===== src/rtl/pause_pkg.sv =====
package pause_pkg;
  typedef enum logic {
    PS_IDLE = 1'b0,
    PS_HOLD = 1'b1
  } pause_state_e;
endpackage


===== src/rtl/pause_prescaler.sv =====
module pause_prescaler #(
  parameter int GRAN_LOG2 = 3
) (
  input  logic clk,
  input  logic rst,
  input  logic clear,
  input  logic run,
  output logic tick
);
  logic [GRAN_LOG2-1:0] div_q;

  always_ff @(posedge clk) begin
    if (rst || clear) div_q <= '0;
    else if (run)     div_q <= div_q + 1'b1;
  end

  assign tick = run && (&div_q);

  p_clear_zero_r7: assert property (@(posedge clk) disable iff (rst)
    clear |=> (div_q == '0));
endmodule


===== src/rtl/pause_counter.sv =====
module pause_counter #(
  parameter int CNT_W = 61
) (
  input  logic             clk,
  input  logic             rst,
  input  logic             load,
  input  logic [CNT_W-1:0] load_val,
  input  logic             dec,
  output logic             is_zero,
  output logic             is_one
);
  logic [CNT_W-1:0] cnt_q;

  always_ff @(posedge clk) begin
    if (rst)       cnt_q <= '0;
    else if (load) cnt_q <= load_val;
    else if (dec)  cnt_q <= cnt_q - 1'b1;
  end

  assign is_zero = (cnt_q == '0);
  assign is_one  = (cnt_q == CNT_W'(1));

  p_no_underflow_r2: assert property (@(posedge clk) disable iff (rst)
    dec |-> !is_zero);
  p_load_value_r2: assert property (@(posedge clk) disable iff (rst)
    load |=> (cnt_q == $past(load_val)));
endmodule


===== src/rtl/pause_unit.sv =====
module pause_unit
  import pause_pkg::*;
#(
  parameter int DATA_W    = 64,
  parameter int GRAN_LOG2 = 3
) (
  input  logic              clk,
  input  logic              rst,
  input  logic              wr_en,
  input  logic [DATA_W-1:0] wr_data,
  input  logic              trap_in,
  output logic              blocked,
  output logic              done
);
  localparam int CNT_W = DATA_W - GRAN_LOG2;

  pause_state_e state_q, state_d;
  logic done_q;
  logic tick, cnt_zero, cnt_one;
  logic load, finish, dec, running;
  logic [CNT_W-1:0] load_val;
  logic unused_low;

  assign load_val   = wr_data[DATA_W-1:GRAN_LOG2];
  assign unused_low = ^wr_data[GRAN_LOG2-1:0];

  assign running = (state_q == PS_HOLD) && !trap_in && !wr_en;
  assign load    = wr_en && !trap_in;
  assign finish  = running && (cnt_zero || (tick && cnt_one));
  assign dec     = running && tick && !cnt_zero && !cnt_one;

  pause_prescaler #(.GRAN_LOG2(GRAN_LOG2)) u_presc (
    .clk   (clk),
    .rst   (rst),
    .clear (wr_en || (state_q == PS_IDLE)),
    .run   (state_q == PS_HOLD),
    .tick  (tick)
  );

  pause_counter #(.CNT_W(CNT_W)) u_cnt (
    .clk      (clk),
    .rst      (rst),
    .load     (load),
    .load_val (load_val),
    .dec      (dec),
    .is_zero  (cnt_zero),
    .is_one   (cnt_one)
  );

  always_comb begin
    state_d = state_q;
    if (trap_in)     state_d = PS_IDLE;
    else if (wr_en)  state_d = PS_HOLD;
    else if (finish) state_d = PS_IDLE;
  end

  always_ff @(posedge clk) begin
    if (rst) begin
      state_q <= PS_IDLE;
      done_q  <= 1'b0;
    end else begin
      state_q <= state_d;
      done_q  <= finish;
    end
  end

  assign blocked = (state_q == PS_HOLD);
  assign done    = done_q;

  p_trap_unblocks_r5: assert property (@(posedge clk) disable iff (rst)
    trap_in |=> !blocked);
  p_trap_no_done_r5: assert property (@(posedge clk) disable iff (rst)
    trap_in |=> !done);
  p_write_blocks_r2: assert property (@(posedge clk) disable iff (rst)
    (wr_en && !trap_in) |=> blocked);
  p_write_trap_r8: assert property (@(posedge clk) disable iff (rst)
    (wr_en && trap_in) |=> !blocked);
  p_done_on_fall_r4: assert property (@(posedge clk) disable iff (rst)
    done |-> $fell(blocked));
  p_done_single_r4: assert property (@(posedge clk) disable iff (rst)
    done |=> !done);
  p_exclusive_r9: assert property (@(posedge clk) disable iff (rst)
    !(done && blocked));
  p_idle_stays_r6: assert property (@(posedge clk) disable iff (rst)
    (!blocked && !wr_en) |=> !blocked);
endmodule


===== config.mk =====
export PLATFORM = sky130hd
export DESIGN_NAME = pause_unit
export DESIGN_NICKNAME = d
export VERILOG_FILES = /design/src/rtl/pause_pkg.sv /design/src/rtl/pause_prescaler.sv /design/src/rtl/pause_counter.sv /design/src/rtl/pause_unit.sv
export SDC_FILE = /design/constraint.sdc
export NUM_CORES = 1
export LEC_CHECK = 0
export BUFFER_PORTS_ARGS = -buffer_cell sky130_fd_sc_hd__buf_2
export CAP_MARGIN = 40
export CORE_MARGIN = 1
export CORE_UTILIZATION = 57
export DETAILED_ROUTE_END_ITERATION = 7
export PLACE_DENSITY = 0.81
export SYNTH_ARGS = -nofsm -noshare
export SYNTH_HDL_FRONTEND = slang
export SYNTH_SLANG_ARGS = --single-unit

===== constraint.sdc =====
create_clock -name clk -period 3 [get_ports clk]
set_input_delay 0.6 -clock clk [delete_from_list [all_inputs] [get_ports clk]]
set_output_delay 0.6 -clock clk [all_outputs]
set_load 0.03 [all_outputs]

==> results of run 1 <==
## synth_stat cells, drive strengths merged, types with 2 or more instances
library cell / count / area, µm²
and4: 6 / 52.6
nand3b: 2 / 15.0
inv: 5 / 18.8
a32oi: 3 / 26.3
a22o: 2 / 17.5
nor4: 23 / 229
a211oi: 14 / 105
o41ai: 2 / 17.5
o311ai: 2 / 17.5
o31ai: 16 / 134
nor2: 26 / 97.6
ha: 5 / 62.6
or4: 21 / 169
nand2: 27 / 104
or2: 9 / 56.3
nor3b: 2 / 20.0
a2111oi: 5 / 63.8
nor3: 21 / 121
o211ai: 4 / 30.0
a21oi: 19 / 98.9
nand4: 8 / 50.1
nand4b: 2 / 17.5
mux2i: 7 / 70.1
and3: 11 / 68.8
o21ai: 55 / 279
nand3: 14 / 75.1
a31oi: 25 / 156
a22oi: 2 / 15.0
clkbuf: 22 / 82.6
nor2b: 2 / 12.5
xor2: 4 / 35.0
nand2b: 3 / 18.8
and2: 6 / 37.5
or3: 19 / 119
buf: 7 / 61.3
a311oi: 3 / 38.8
xnor2: 10 / 87.6
dfxtp: 66 / 1320
## area by class of cell
cell class | instances | area, µm²
Clock buffer | 10 | 138
Inverter | 5 | 18.8
Multi-Input combinational cell | 391 | 2630
Timing Repair Buffer | 87 | 500
Tap cell | 96 | 120
Sequential cell | 66 | 1320
Clock inverter | 6 | 66.3
Fill cell | 579 | 2080
## sequential cells by signal, summed over array words and instances, names as in the netlist
register,count
blocked,1
done,1
u_cnt.cnt_q,61
u_presc.div_q,3
## layer usage
layer	vias to the layer above	track usage, %	wire, µm	part of all wire [%]
met3	30	4.55	631	5.7
met5	-	0	0	0
met1	2004	40.1	5040	45
li1	2074	-	-	-
met4	0	13.5	260	2.3
met2	184	48.9	5160	47
## kinds of logic (layout without fill, tap and decap cells)
family                   after synthesis  in the layout
buffers and inverters                 34            108
multiplexers                           7              7
flip-flops                            66             66
XOR/XNOR                              14             14
AND/OR/NAND/NOR                      206            206
AO/OA/AOI/OAI                        159            159
adder cells (fa/ha/maj)                5              5
## power by group through the flow
| stage | clock (mW) | combinational [mW] | sequential (mW) |
|---|---|---|---|
| after global routing | 0.812 | 0.495 | 1.01 |
| after global placement | 0 | 0.427 | 1.02 |
| after detailed placement | 0 | 0.439 | 1.02 |
| after CTS | 0.779 | 0.442 | 1.00 |
| after floorplan | 0 | 0.310 | 1.00 |
| final | 0.769 | 0.449 | 1.00 |
## worst paths after layout
path	start	to	slack, ns	depth (start not counted)
hold / removal	u_presc.div_q[0]	u_presc.div_q[0]	0.42	1
hold reg to reg	u_presc.div_q[0]	u_presc.div_q[0]	0.42	1
setup / recovery	u_cnt.cnt_q[10]	u_cnt.cnt_q[56]	0.32	6
setup reg to reg	u_cnt.cnt_q[10]	u_cnt.cnt_q[56]	0.32	6
## stage by stage
stage          cells  total power, mW
6_report         661             2.22
3_5_place_dp     645             1.46
2_1_floorplan    491             1.31
4_1_cts          661             2.22
5_1_grt          661             2.32
3_3_place_gp     645             1.44
==> impl_metrics.tcl, run 1 <==
set metrics [dict create \
    syn_area_um2 4100 \
    via_count 4292 \
    hold_buffers 0 \
    synth_fa_ha_area_share_pct 1.52 \
    yosysWarnings 0 \
    syn_nets 564 \
    grt_setup_unrepaired "false" \
    grt_remaining_overflow 0 \
    tightest_slew_ns 0.759 \
    design_area_um2 4790 \
    wl_mm 11.1 \
    drive_above_1_share_pct 24.1 \
    cellInternalPower_mw 1.53 \
    drv_slew 0 \
    crit_chain "nor4_1, nand2_1, or4_4, o21ai_1, or4_1, a31oi_1" \
    die_h_um 86.9 \
    synth_top_family_by_area "simple AND/OR/NAND/NOR gates" \
    clock-root-buffer "clkbuf_8" \
    power_density_nw_per_um2 464 \
    slew_headroom_pct 49.2 \
    core_area_um2 6870 \
    critical_path_class "register to register" \
    power_frac_seq_pct 45.2 \
    cts_setup_buffers 0 \
    ant_nets 0 \
    layout_common_cells "dfxtp_1, buf_2, o21ai_0" \
    finalHoldViolations 0 \
    drt_iter0_markers 275 \
    synth_edf_count 0 \
    wl_per_cell_um 16.8 \
    place_ws_ns 0.270 \
    synthCells 491 \
    critPathMaxStageDelay_ns 0.64 \
    cts_resized 0 \
    ir_drop_v 0.000255 \
    crit_path_end_kind "register" \
    ys_seq_elements 66 \
    synth_simple_gate_area_share_pct 31.7 \
    fmax_ghz 0.373 \
    rows 30 \
    p_sw_uw 692 \
    power_frac_comb_pct 20.2 \
    cts_tree "yes" \
    diodes 0 \
    yosysUniqueCellTypes 68 \
    io_pins 70 \
    synth_xor_area_share_pct 2.99 \
    antenna_found_initial 0 \
    post-dp-hpwl_mm 7.99 \
    nNetsFinal 633 \
    fin_setup_tns_ns 0 \
    path_buf_inv 0 \
    cts_sinks 66 \
    pwr-share-clk_pct 34.6 \
    gp_congestion 0.895 \
    path_delay_family "simple AND/OR/NAND/NOR gates" \
    dr.pass1.iters 5 \
    initial_core_util_pct 59.7 \
    period_minus_slack_ns 2.68 \
    area_growth_pct 16.7 \
    vias_per_cell 6.49 \
    fin_ws_ns 0.323 \
    p_leak_nw 1.71 \
    holdWs_ns 0.420 \
    postSynth.topFlopCell "dfxtp_1" \
    place_area_um2 4590 \
    cp.required_ns 3.20 \
    htreeDepth 3 \
    cts_inserted_buffers 9 \
    synthMuxAreaShare_pct 1.71 \
    die_area_um2 7540 \
    finish.utilization_pct 69.7 \
    hp-class "register to register" \
    die_w_um 86.9 \
    cts.path.max_buffers 2 \
    critPathLaunchType "register" \
    clk_latency_ns 0.35 \
    grt_pass1_wl_mm 18.0 \
    seq_area_frac_synth_pct 32.2 \
    grt_usage_pct 30.3 \
    io_buffer_count 66 \
    setup-violations-final 0 \
    syn_avg_cell_area_um2 8.36 \
    worstPathArrival_ns 2.88 \
    p_sw_share_pct 31.2 \
    crit_path_top_delay_cell "or4_4" \
    path_max_fanout 6 \
    synth-async-reset-ratio_pct 0 \
    finalCritPeriodShare_pct 89.2 \
    grt_pass1_vias 3875 \
    status "completed" \
    grt_start_max_net_pins 49 \
    finClkSkew_ns 0.0127 \
    clk_pin_slew_worst_paths_ns 0.08 \
    drv_cap 0 \
    synth_compound_area_share_pct 25.9 \
    drc 0 \
]
Power figures use the tool's default switching activity.
==> run 2: changes to the inputs <==
--- a/config.mk
+++ b/config.mk
@@ -7,6 +7,7 @@
 export LEC_CHECK = 0
 export BUFFER_PORTS_ARGS = -buffer_cell sky130_fd_sc_hd__buf_2
 export CAP_MARGIN = 40
+export CORE_ASPECT_RATIO = 0.6
 export CORE_MARGIN = 1
 export CORE_UTILIZATION = 57
 export DETAILED_ROUTE_END_ITERATION = 7
==> impl_metrics.tcl, run 2 (synthesis gave the netlist of run 1 again) <==
set metrics [dict create \
    rows 23 \
    die_h_um 67.7 \
    drive_above_1_share_pct 25.0 \
    finalCritPeriodShare_pct 90.5 \
    drv_cap 0 \
    fmax_ghz 0.368 \
    fillers 520 \
    grt_start_max_net_pins 50 \
    antenna_found_initial 0 \
    place_ws_ns 0.258 \
    drt_iter0_markers 402 \
    grt_remaining_overflow 0 \
    cts.path.max_buffers 2 \
    nNetsFinal 640 \
    critPathMaxStageDelay_ns 0.55 \
    hp-class "register to register" \
    cts_tree "yes" \
    initial_core_util_pct 60.2 \
    drc 3 \
    cts_sinks 66 \
    cellInternalPower_mw 1.99 \
    worstPathArrival_ns 2.96 \
    clock-root-buffer "clkbuf_16" \
    die_w_um 112 \
    finClkSkew_ns 0.00490 \
    status "finished with violations" \
    pwr-share-clk_pct 45.7 \
    ant_nets 0 \
    slew_headroom_pct 45.6 \
    grt_pass1_vias 3915 \
    dr.pass1.iters 8 \
    setup-violations-final 0 \
    fin_setup_tns_ns 0 \
    finish.utilization_pct 73.0 \
    period_minus_slack_ns 2.72 \
    grt_setup_unrepaired "false" \
    design_area_um2 4980 \
    clk_pin_slew_worst_paths_ns 0.05 \
    diodes 0 \
    core_area_um2 6820 \
    via_count 4392 \
    wl_mm 12.2 \
    grt_usage_pct 33.6 \
    p_leak_nw 1.82 \
    cts_setup_buffers 0 \
    p_sw_uw 745 \
    critPathLaunchType "register" \
    violations "design-rule violations" \
    power_frac_seq_pct 36.8 \
    vias_per_cell 6.66 \
    htreeDepth 3 \
    cts_resized 0 \
    holdWs_ns 0.428 \
    area_growth_pct 21.3 \
    finalHoldViolations 0 \
    crit_path_top_delay_cell "or4bb_1" \
    crit_top_cell "ha_1" \
    p_sw_share_pct 27.2 \
    post-dp-hpwl_mm 8.83 \
    die_area_um2 7550 \
    wl_per_cell_um 18.5 \
    drv_slew 0 \
    io_buffer_count 66 \
    place_area_um2 4630 \
    fin_ws_ns 0.284 \
    io_pins 70 \
    regMostFlops "u_cnt.cnt_q" \
    crit_path_end_kind "register" \
    grt_pass1_wl_mm 19.6 \
    ir_drop_v 0.000445 \
    tightest_slew_ns 0.814 \
    power_frac_comb_pct 17.6 \
    power_density_nw_per_um2 550 \
    clk_latency_ns 0.34 \
    gp_congestion 0.893 \
    layout_common_cells "dfxtp_1, buf_2, o21ai_0" \
    path_max_fanout 16 \
    crit_chain "ha_1, ha_1, or4bb_1, nor3_1, o31ai_4, buf_4, or4_1, a31oi_1" \
    cp.required_ns 3.25 \
    hold_buffers 0 \
    critical_path_class "register to register" \
    cts_inserted_buffers 9 \
    largest_register_ffs 61 \
    top_regs "u_cnt.cnt_q x61, u_presc.div_q x3" \
]
run 2: through the flow:
| stage | total power [mW] | std cells |
|---|---|---|
| after global placement | 1.47 | 643 |
| after global routing | 2.84 | 659 |
| after detailed placement | 1.49 | 643 |
| after floorplan | 1.31 | 491 |
| after CTS | 2.74 | 659 |
| final | 2.74 | 659 |
run 2: power groups by stage:
stage | combinational, mW | sequential (mW) | clock, mW
6_report | 0.482 | 1.01 | 1.25
5_1_grt | 0.529 | 1.01 | 1.29
4_1_cts | 0.472 | 1.00 | 1.26
3_5_place_dp | 0.466 | 1.02 | 0
3_3_place_gp | 0.452 | 1.02 | 0
2_1_floorplan | 0.310 | 1.00 | 0
run 2: metal layers:
metal  GRT usage, %  part of all wire (%)
met5              0                     0
met4           9.63                   1.2
met3           8.44                   9.4
met2           51.6                    42
met1           46.9                    48
run 2: final timing paths:
| kind | startpoint | endpoint | slack, ns | cells after the start |
|---|---|---|---|---|
| max | u_presc.div_q[0] | u_cnt.cnt_q[50] | 0.28 | 8 |
| min | u_presc.div_q[0] | u_presc.div_q[0] | 0.43 | 1 |
| max reg2reg | u_presc.div_q[0] | u_cnt.cnt_q[50] | 0.28 | 8 |
| min reg2reg | u_presc.div_q[0] | u_presc.div_q[0] | 0.43 | 1 |
run 2: layout make-up:
type                    count  area, µm²  area share [%]
well taps                  87        109            2.19
clock buffers              11        253            5.08
flip-flops and latches     66       1320            26.5
multi-input cells         391       2630            52.7
clock inverters             5        100            2.01
inverters                   5       18.8           0.377
repair buffers             94        553            11.1
run 2: critical path: cells and delay by family (launching register included):
kind | cells | cell delay (ns)
compound gates | 2 | 0.34
simple gates | 3 | 1.39
buf+inv | 1 | 0.21
fa+ha+maj | 2 | 0.35
flops | 1 | 0.33
